### src/rtl/uw_pkg.sv
package uw_pkg;
  localparam int unsigned DW = 8;
  localparam int unsigned NW = 4;

  typedef enum logic [2:0] {
    ST_IDLE,
    ST_LOW,
    ST_HIGH,
    ST_END,
    ST_WAIT
  } uw_state_e;
endpackage

### src/rtl/uw_clk_div.sv
module uw_clk_div #(
  parameter int unsigned HALF_DIV = 100
) (
  input  logic clk_i,
  input  logic rst_ni,
  input  logic en_i,
  output logic tick_o
);
  localparam int unsigned CW = (HALF_DIV > 1) ? $clog2(HALF_DIV) : 1;
  localparam logic [CW-1:0] LAST = CW'(HALF_DIV - 1);

  logic [CW-1:0] cnt_q;

  assign tick_o = en_i && (cnt_q == LAST);

  always_ff @(posedge clk_i or negedge rst_ni) begin
    if (!rst_ni)      cnt_q <= '0;
    else if (!en_i)   cnt_q <= '0;
    else if (tick_o)  cnt_q <= '0;
    else              cnt_q <= cnt_q + 1'b1;
  end
endmodule

### src/rtl/uw_shreg.sv
module uw_shreg
  import uw_pkg::*;
(
  input  logic          clk_i,
  input  logic          rst_ni,
  input  logic          load_i,
  input  logic [DW-1:0] load_data_i,
  input  logic          shift_i,
  input  logic          shin_i,
  output logic [DW-1:0] q_o
);
  always_ff @(posedge clk_i or negedge rst_ni) begin
    if (!rst_ni)       q_o <= '0;
    else if (load_i)   q_o <= load_data_i;
    else if (shift_i)  q_o <= {q_o[DW-2:0], shin_i};
  end
endmodule

### src/rtl/uw_ctrl.sv
module uw_ctrl
  import uw_pkg::*;
(
  input  logic          clk_i,
  input  logic          rst_ni,
  input  logic          ctrl_we_i,
  input  logic [DW-1:0] ctrl_wdata_i,
  input  logic          tick_i,
  input  logic          sd_i,
  output logic          run_o,
  output logic          busy_o,
  output logic          sck_o,
  output logic          shift_o,
  output logic          rx_o,
  output logic          released_o,
  output logic          irq_o,
  output logic [DW-1:0] cfg_o
);
  localparam logic [NW-1:0] MAXCNT = NW'(DW);

  uw_state_e     state_q;
  logic          wfr_q, hiz_q, rd_cfg_q, rx_q, rel_q, sd_q, irq_q;
  logic [NW-1:0] cnt_q, left_q, cnt_cl;
  logic          start;

  assign start  = ctrl_we_i && (state_q == ST_IDLE);
  assign cnt_cl = (ctrl_wdata_i[NW-1:0] > MAXCNT) ? MAXCNT : ctrl_wdata_i[NW-1:0];

  assign busy_o     = (state_q != ST_IDLE);
  assign run_o      = (state_q == ST_LOW) || (state_q == ST_HIGH);
  assign sck_o      = (state_q == ST_HIGH);
  // receive shifts at the rising edge, transmit at the falling edge
  assign shift_o    = tick_i && (((state_q == ST_LOW) && rx_q) ||
                                 ((state_q == ST_HIGH) && !rx_q));
  assign rx_o       = rx_q;
  assign released_o = rel_q;
  assign irq_o      = irq_q;
  assign cfg_o      = {wfr_q, busy_o, hiz_q, rd_cfg_q, cnt_q};

  always_ff @(posedge clk_i or negedge rst_ni) begin
    if (!rst_ni) begin
      state_q  <= ST_IDLE;
      wfr_q    <= 1'b0;
      hiz_q    <= 1'b0;
      rd_cfg_q <= 1'b0;
      rx_q     <= 1'b0;
      rel_q    <= 1'b0;
      cnt_q    <= '0;
      left_q   <= '0;
      sd_q     <= 1'b0;
      irq_q    <= 1'b0;
    end else begin
      irq_q <= 1'b0;
      sd_q  <= sd_i;
      unique case (state_q)
        ST_IDLE: if (start) begin
          wfr_q    <= ctrl_wdata_i[7];
          hiz_q    <= ctrl_wdata_i[5];
          rd_cfg_q <= ctrl_wdata_i[4];
          cnt_q    <= cnt_cl;
          left_q   <= cnt_cl;
          if (cnt_cl == '0) begin
            rx_q    <= 1'b0;
            rel_q   <= ctrl_wdata_i[5];
            state_q <= ST_END;
          end else begin
            rx_q    <= ctrl_wdata_i[4];
            rel_q   <= 1'b0;
            state_q <= ST_LOW;
          end
        end
        ST_LOW: if (tick_i) begin
          state_q <= ST_HIGH;
          if (left_q == NW'(1)) rel_q <= hiz_q;
        end
        ST_HIGH: if (tick_i) begin
          left_q  <= left_q - 1'b1;
          state_q <= (left_q == NW'(1)) ? ST_END : ST_LOW;
        end
        ST_END: begin
          if (wfr_q && hiz_q) state_q <= ST_WAIT;
          else begin
            state_q <= ST_IDLE;
            irq_q   <= 1'b1;
          end
        end
        ST_WAIT: if (sd_i && !sd_q) begin
          state_q <= ST_IDLE;
          irq_q   <= 1'b1;
        end
        default: state_q <= ST_IDLE;
      endcase
    end
  end
endmodule

### src/rtl/uw_eeprom_shifter.sv
module uw_eeprom_shifter
  import uw_pkg::*;
#(
  parameter int unsigned SYS_HZ = 100_000_000,
  parameter int unsigned SCK_HZ = 500_000
) (
  input  logic          clk_i,
  input  logic          rst_ni,
  input  logic          ctrl_we_i,
  input  logic [DW-1:0] ctrl_wdata_i,
  output logic [DW-1:0] ctrl_rdata_o,
  input  logic          data_we_i,
  input  logic [DW-1:0] data_wdata_i,
  output logic [DW-1:0] data_rdata_o,
  output logic          sck_o,
  output logic          sd_o,
  output logic          sd_oe_o,
  input  logic          sd_i,
  output logic          irq_o
);
  localparam int unsigned HALF_DIV_RAW = SYS_HZ / (2 * SCK_HZ);
  localparam int unsigned HALF_DIV     = (HALF_DIV_RAW < 1) ? 1 : HALF_DIV_RAW;

  logic run, tick, busy, shift, rx, released;

  uw_clk_div #(.HALF_DIV(HALF_DIV)) u_div (
    .clk_i  (clk_i),
    .rst_ni (rst_ni),
    .en_i   (run),
    .tick_o (tick)
  );

  uw_ctrl u_ctrl (
    .clk_i        (clk_i),
    .rst_ni       (rst_ni),
    .ctrl_we_i    (ctrl_we_i),
    .ctrl_wdata_i (ctrl_wdata_i),
    .tick_i       (tick),
    .sd_i         (sd_i),
    .run_o        (run),
    .busy_o       (busy),
    .sck_o        (sck_o),
    .shift_o      (shift),
    .rx_o         (rx),
    .released_o   (released),
    .irq_o        (irq_o),
    .cfg_o        (ctrl_rdata_o)
  );

  uw_shreg u_data (
    .clk_i       (clk_i),
    .rst_ni      (rst_ni),
    .load_i      (data_we_i && !busy),
    .load_data_i (data_wdata_i),
    .shift_i     (shift),
    .shin_i      (rx ? sd_i : 1'b0),
    .q_o         (data_rdata_o)
  );

  assign sd_o    = data_rdata_o[DW-1];
  assign sd_oe_o = !rx && !released;
endmodule

### config.mk
export PLATFORM = sky130hd
export DESIGN_NAME = uw_eeprom_shifter
export DESIGN_NICKNAME = d
export VERILOG_FILES = /design/src/rtl/uw_pkg.sv /design/src/rtl/uw_clk_div.sv /design/src/rtl/uw_shreg.sv /design/src/rtl/uw_ctrl.sv /design/src/rtl/uw_eeprom_shifter.sv
export SDC_FILE = /design/constraint.sdc
export NUM_CORES = 1
export LEC_CHECK = 0
export CAP_MARGIN = 10
export CORE_ASPECT_RATIO = 1.5
export CORE_MARGIN = 2
export CORE_UTILIZATION = 35
export CTS_BUF_LIST = sky130_fd_sc_hd__clkbuf_8
export CTS_CLUSTER_SIZE = 12
export DETAILED_ROUTE_END_ITERATION = 16
export DONT_BUFFER_PORTS = 1
export PLACE_DENSITY = 0.46
export SYNTH_ARGS = -nofsm -noshare
export SYNTH_HDL_FRONTEND = slang
export SYNTH_SLANG_ARGS = --single-unit
### constraint.sdc
create_clock -name clk_i -period 4.05 [get_ports clk_i]
set_clock_uncertainty 0.15 [all_clocks]
set_input_delay 1.0125 -clock clk_i [delete_from_list [all_inputs] [get_ports clk_i]]
set_output_delay 1.0125 -clock clk_i [all_outputs]
set_load 0.05 [all_outputs]
# Word-level counts from Yosys, hierarchy flattened
# Cells that the tools add are included.
[word_totals]
reg_bits = 33
input_bits = 21
wordCells = 77
output_inout_bits = 20
[op_classes]
mux = 26
n_lt_le_gt_ge = 1
add_sub_neg = 2
reduce_logical = 25
n_eq_ne = 11
[ops]
columns = ["cell", "n"]
rows = [
  ["$mux W8", 2],
  ["$mux W3", 5],
  ["$pmux W3 S5", 1],
  ["$mux W7", 2],
  ["$mux W4", 3],
  ["$logic_and A1 B1 Y1", 9],
  ["$mux W1", 8],
  ["$ne A2 B1 Y1 const B", 4],
  ["$pmux W4 S2", 1],
  ["$reduce_and A4 Y1", 2],
  ["$add A7 B1 Y7 const B", 1],
  ["$eq A7 B7 Y1 const B", 1],
  ["$eq A3 B2 Y1 const B", 2],
  ["$reduce_bool A2 Y1", 3],
  ["$eq A4 B1 Y1 const B", 1],
  ["$gt A4 B4 Y1 const B", 1],
  ["$logic_not A1 Y1", 4],
  ["$logic_not A4 Y1", 1],
  ["$mux W2", 2],
  ["$pmux W1 S2", 2],
  ["$sub A4 B1 Y4 const B", 1],
  ["$eq A3 B1 Y1 const B", 1],
  ["$eq A3 B3 Y1 const B", 1],
  ["$logic_not A3 Y1", 1],
  ["5 further kinds", 6],
]

# Depth between registers and ports, before layout
[depth]
ltp_word = 6
ltp_mapped = 6
mapped_depth_nobuf = 5

# Cells and area by module
# Synthesis repeated with hierarchy kept, for this count alone.
[hier_totals]
cells_unflattened = 173
area_unflattened_um2 = 1803.0
[modules_own_cells]
columns = ["mod", "cells_per_inst", "seq_area_each_um2", "area_each_um2", "instances"]
rows = [
  ["uw_ctrl", 99, 450.4, 1029.7, 1],
  ["uw_shreg", 34, 200.2, 372.9, 1],
  ["uw_clk_div", 36, 175.2, 369.1, 1],
  ["uw_eeprom_shifter", 4, 0.0, 31.3, 1],
]

# Least setup slack after synthesis
# OpenSTA, ideal clock, no wires.
[synth_path]
kind = "flip-flop to output port"
start = "register u_ctrl.state_q[2]"
end = "output port sck_o"
required_ns = 2.888
stages_incl_launch_ff = 4
path_slack_ns = 1.618
arrival_time_ns = 1.269
path_buffers = 1
path_cell_list = "dfrtp_1 > buf_2 > or3b_2 > inv_2"
[synth_via]
elab_chain_len = 1
[synth_rtl]
columns = ["element", "line", "source"]
rows = [
  ["start, declared", "uw_ctrl.sv:21", "uw_state_e state_q;"],
  ["start signal, assigned", "uw_ctrl.sv:78", "state_q <= (left_q == NW'(1)) ? ST_END : ST_LOW;"],
  ["$eq A3 B2 Y1", "uw_ctrl.sv:31", "assign sck_o = (state_q == ST_HIGH);"],
  ["end, declared", "uw_eeprom_shifter.sv:15", "output logic sck_o,"],
]
# Every way passes these cells.

# Worst setup path in the final report
[layout_path]
start = "register u_ctrl.state_q[1]"
end = "output port sck_o"
# The elaborated chain is that of the path after synthesis.

==> key figures <==
Die
  – Die area: 5590 µm²
  – Top-level I/O count: 41
  – Rows: 31
  – Placeable Area: 4810 µm²
  – Die Width: 61.7 µm
  – Die height: 90.6 µm
  – Starting Density: 36.4%

Clock tree
  – Clock Tree Buf Depth: 2
  – Root buf cell: clkbuf_8
  – CTS tree: done
  – Clk sink count: 33
  – Post-CTS Setup Repair Bufs: 0
  – H-tree lvl count: 2
  – Cts bufs inserted: 5
  – Insertion delay to the later sink of the worst-skew pair: 0.28 ns
  – Post_cts resized: 0
  – Clock transition at path regs: 0.07 ns
  – CTS Hold Buffers Added: 0

Detailed routing
  – Post-DRT Antenna Nets: 0
  – WL per Instance: 15.0 µm
  – Drt via density: 5.16
  – Vias: 1177
  – Pre-antenna DRT Iters: 5
  – Drt initial violations: 34
  – Met3 WL: 175 µm
  – Met1 WL: 1370 µm
  – Top layer in use: met4
  – Met2 WL: 1830 µm
  – DRC: 0
  – Drt total wl: 3420 µm

Timing
  – Post-layout worst setup margin: 1.11 ns
  – Slew @ Worst Pin: 0.902 ns
  – Total negative setup slack: 0 ns
  – Highest clock rate: 341 MHz
  – Slew Limit Fails: 0
  – Final setup viols: 0
  – Rel. slew slack: 39.6%
  – Hold Worst Slack: 0.266 ns
  – Hold Fails Final Rpt: 0
  – Final Cycle Share: 72.5%
  – RSZ-0062 raised after global routing: no
  – Tmin final: 2.94 ns

Logic synthesis
  – Post-synth top flop: dfrtp_1
  – Post-synthesis sequential area ratio: 47.2%
  – Synth top area cells: dfrtp_1 (47%), mux2i_1 (4.6%), nor2_1 (4.3%)
  – #FFs+latches synth: 33
  – Syn Nets: 189
  – Synth async-reset ratio: 100%
  – Number of flops mapped to enable cells by yosys: 0
  – Yosys warning total: 0
  – Post-Synthesis Cells: 165
  – Syn avg cell area: 10.6 µm²
  – Most common cell in the netlist: dfrtp_1
  – Synth cell count leaders: dfrtp_1 (33), nor2_1 (20), nand2_1 (12), a21oi_1 (10)
  – Yosys top cell by area: dfrtp_1
  – Netlist Area Pre-Place: 1750 µm²
  – Synth top area share: 47.2%
  – Synth cell types: 42

GRT
  – First-pass GRT wire length: 5890 µm
  – Largest net degree at the start of global routing: 34
  – Initial antenna violation count: 0
  – Aggregate global-route resource usage: 14.3%
  – Vias in the first global route: 1279
  – Total grt overflow: 0

Place
  – Placed Instance Area: 1770 µm²
  – Gpl congestion: 0.734
  – Worst slack, placed: 1.43 ns
  – Placed wire-length estimate: 2520 µm
  – I/O Buffers: 0

Critical path
  – Arrival time at the worst endpoint: 1.77 ns
  – Startpoint Class: flop
  – Critical Path End Type: primary output
  – Critical path required time: 2.89 ns
  – Critical path peak fanout: 14
  – Crit Path Class: reg -> out

Power
  – Leak: 0.807 nW
  – PwrDens: 865 nW/µm²
  – Max IR drop VDD: 0.357 mV

Layout
  – Share of layout cells above drive strength 1: 17.3%
  – Post-Route Utilization: 38.5%
  – Diode count: 0
  – Area Growth Syn to Fin: 5.94%
  – Post-route cell area: 1850 µm²
  – Layout filler cell count: 515
  – Layout Nets: 186

Worst hold path
  – HP Class: in -> async

Outcome
  – Status: complete, no violations

Run
  – Max_cap viols: 0
-- metal layers --
metal,vias to the layer above,global-route usage [%]
met5,-,0
met4,0,6.38
met3,4,4.73
met2,31,23.7
met1,581,15.9
li1,561,-
-- where the power goes --
part           leakage [nW]  switching, mW  internal (mW)  total (mW)
Sequential            0.406          0.438          0.448       0.886
Clock                0.0485          0.116          0.132       0.249
Combinational         0.352          0.266          0.203       0.468
-- metrics by stage --
| step | cells | power, mW |
|---|---|---|
| final | 228 | 1.60 |
| after global routing | 228 | 1.72 |
| after CTS | 228 | 1.63 |
| after detailed placement | 221 | 1.37 |
| after global placement | 221 | 1.36 |
| after floorplan | 165 | 1.32 |
-- flip-flops by register name (all words and copies together), names as in the netlist, 3 cells and up --
signal	flops
u_ctrl.cnt_q	4
u_ctrl.left_q	4
u_ctrl.state_q	3
u_data.q_o	8
u_div.cnt_q	7
-- worst paths after layout --
check	from	cells past startpoint	slack (ns)	endpoint
setup / recovery	u_ctrl.state_q[1]	2	1.11	sck_o
hold / removal	rst_ni	0	0.27	u_div.cnt_q[2]
setup reg to reg	u_ctrl.state_q[1]	5	2.00	u_ctrl.left_q[3]
hold reg to reg	u_div.cnt_q[0]	1	0.30	u_div.cnt_q[0]
max in group asynchronous	rst_ni	0	3.38	u_data.q_o[1]
min in group clk_i	u_div.cnt_q[0]	1	0.30	u_div.cnt_q[0]
-- cell usage in the layout, fill, tap and decap left out, drive strengths merged, types with 2 or more instances in the layout --
| cell | synthesis | routed |
|---|---|---|
| dfrtp | 33 | 33 |
| nor2 | 20 | 20 |
| nand2 | 12 | 12 |
| a21oi | 10 | 10 |
| o21ai | 9 | 9 |
| mux2i | 8 | 8 |
| nand3 | 7 | 7 |
| inv | 6 | 7 |
| mux2 | 6 | 6 |
| clkbuf | 0 | 6 |
| nand2b | 6 | 6 |
| nor2b | 3 | 3 |
| xnor2 | 3 | 3 |
| a31oi | 3 | 3 |
| ha | 3 | 3 |
| and2 | 3 | 3 |
| xor2 | 2 | 2 |
| a22o | 2 | 2 |
| nor4b | 2 | 2 |
| nor3 | 2 | 2 |
| o211ai | 2 | 2 |
| a21boi | 2 | 2 |
-- worst max-delay path, stage by stage (launching register included) --
cell     delay [ns]
dfrtp_1        0.65
or3b_2         0.56
inv_2          0.28
-- logic make-up (layout without fill, tap and decap cells) --
family	after synthesis	count (layout)	share of synthesized area, %
buffers and inverters	16	13	5.01
adders and majority gates	3	3	2.15
and+or+nand+nor	62	62	21.1
muxes	14	14	8.44
AOI/OAI and AO/OA	32	32	13.6
xor gates and xnor gates	5	5	2.50
DFF	33	33	47.2
-- layout make-up --
cell class | count | area, µm² | area share (%)
clock buffer | 6 | 82.6 | 4.46
sequential | 33 | 826 | 44.6
inverter | 6 | 22.5 | 1.22
tap | 66 | 82.6 | 4.46
multi-input combinational | 116 | 836 | 45.1
clock inverter | 1 | 3.75 | 0.203
Note: power is estimated with default switching activity, not from simulation.
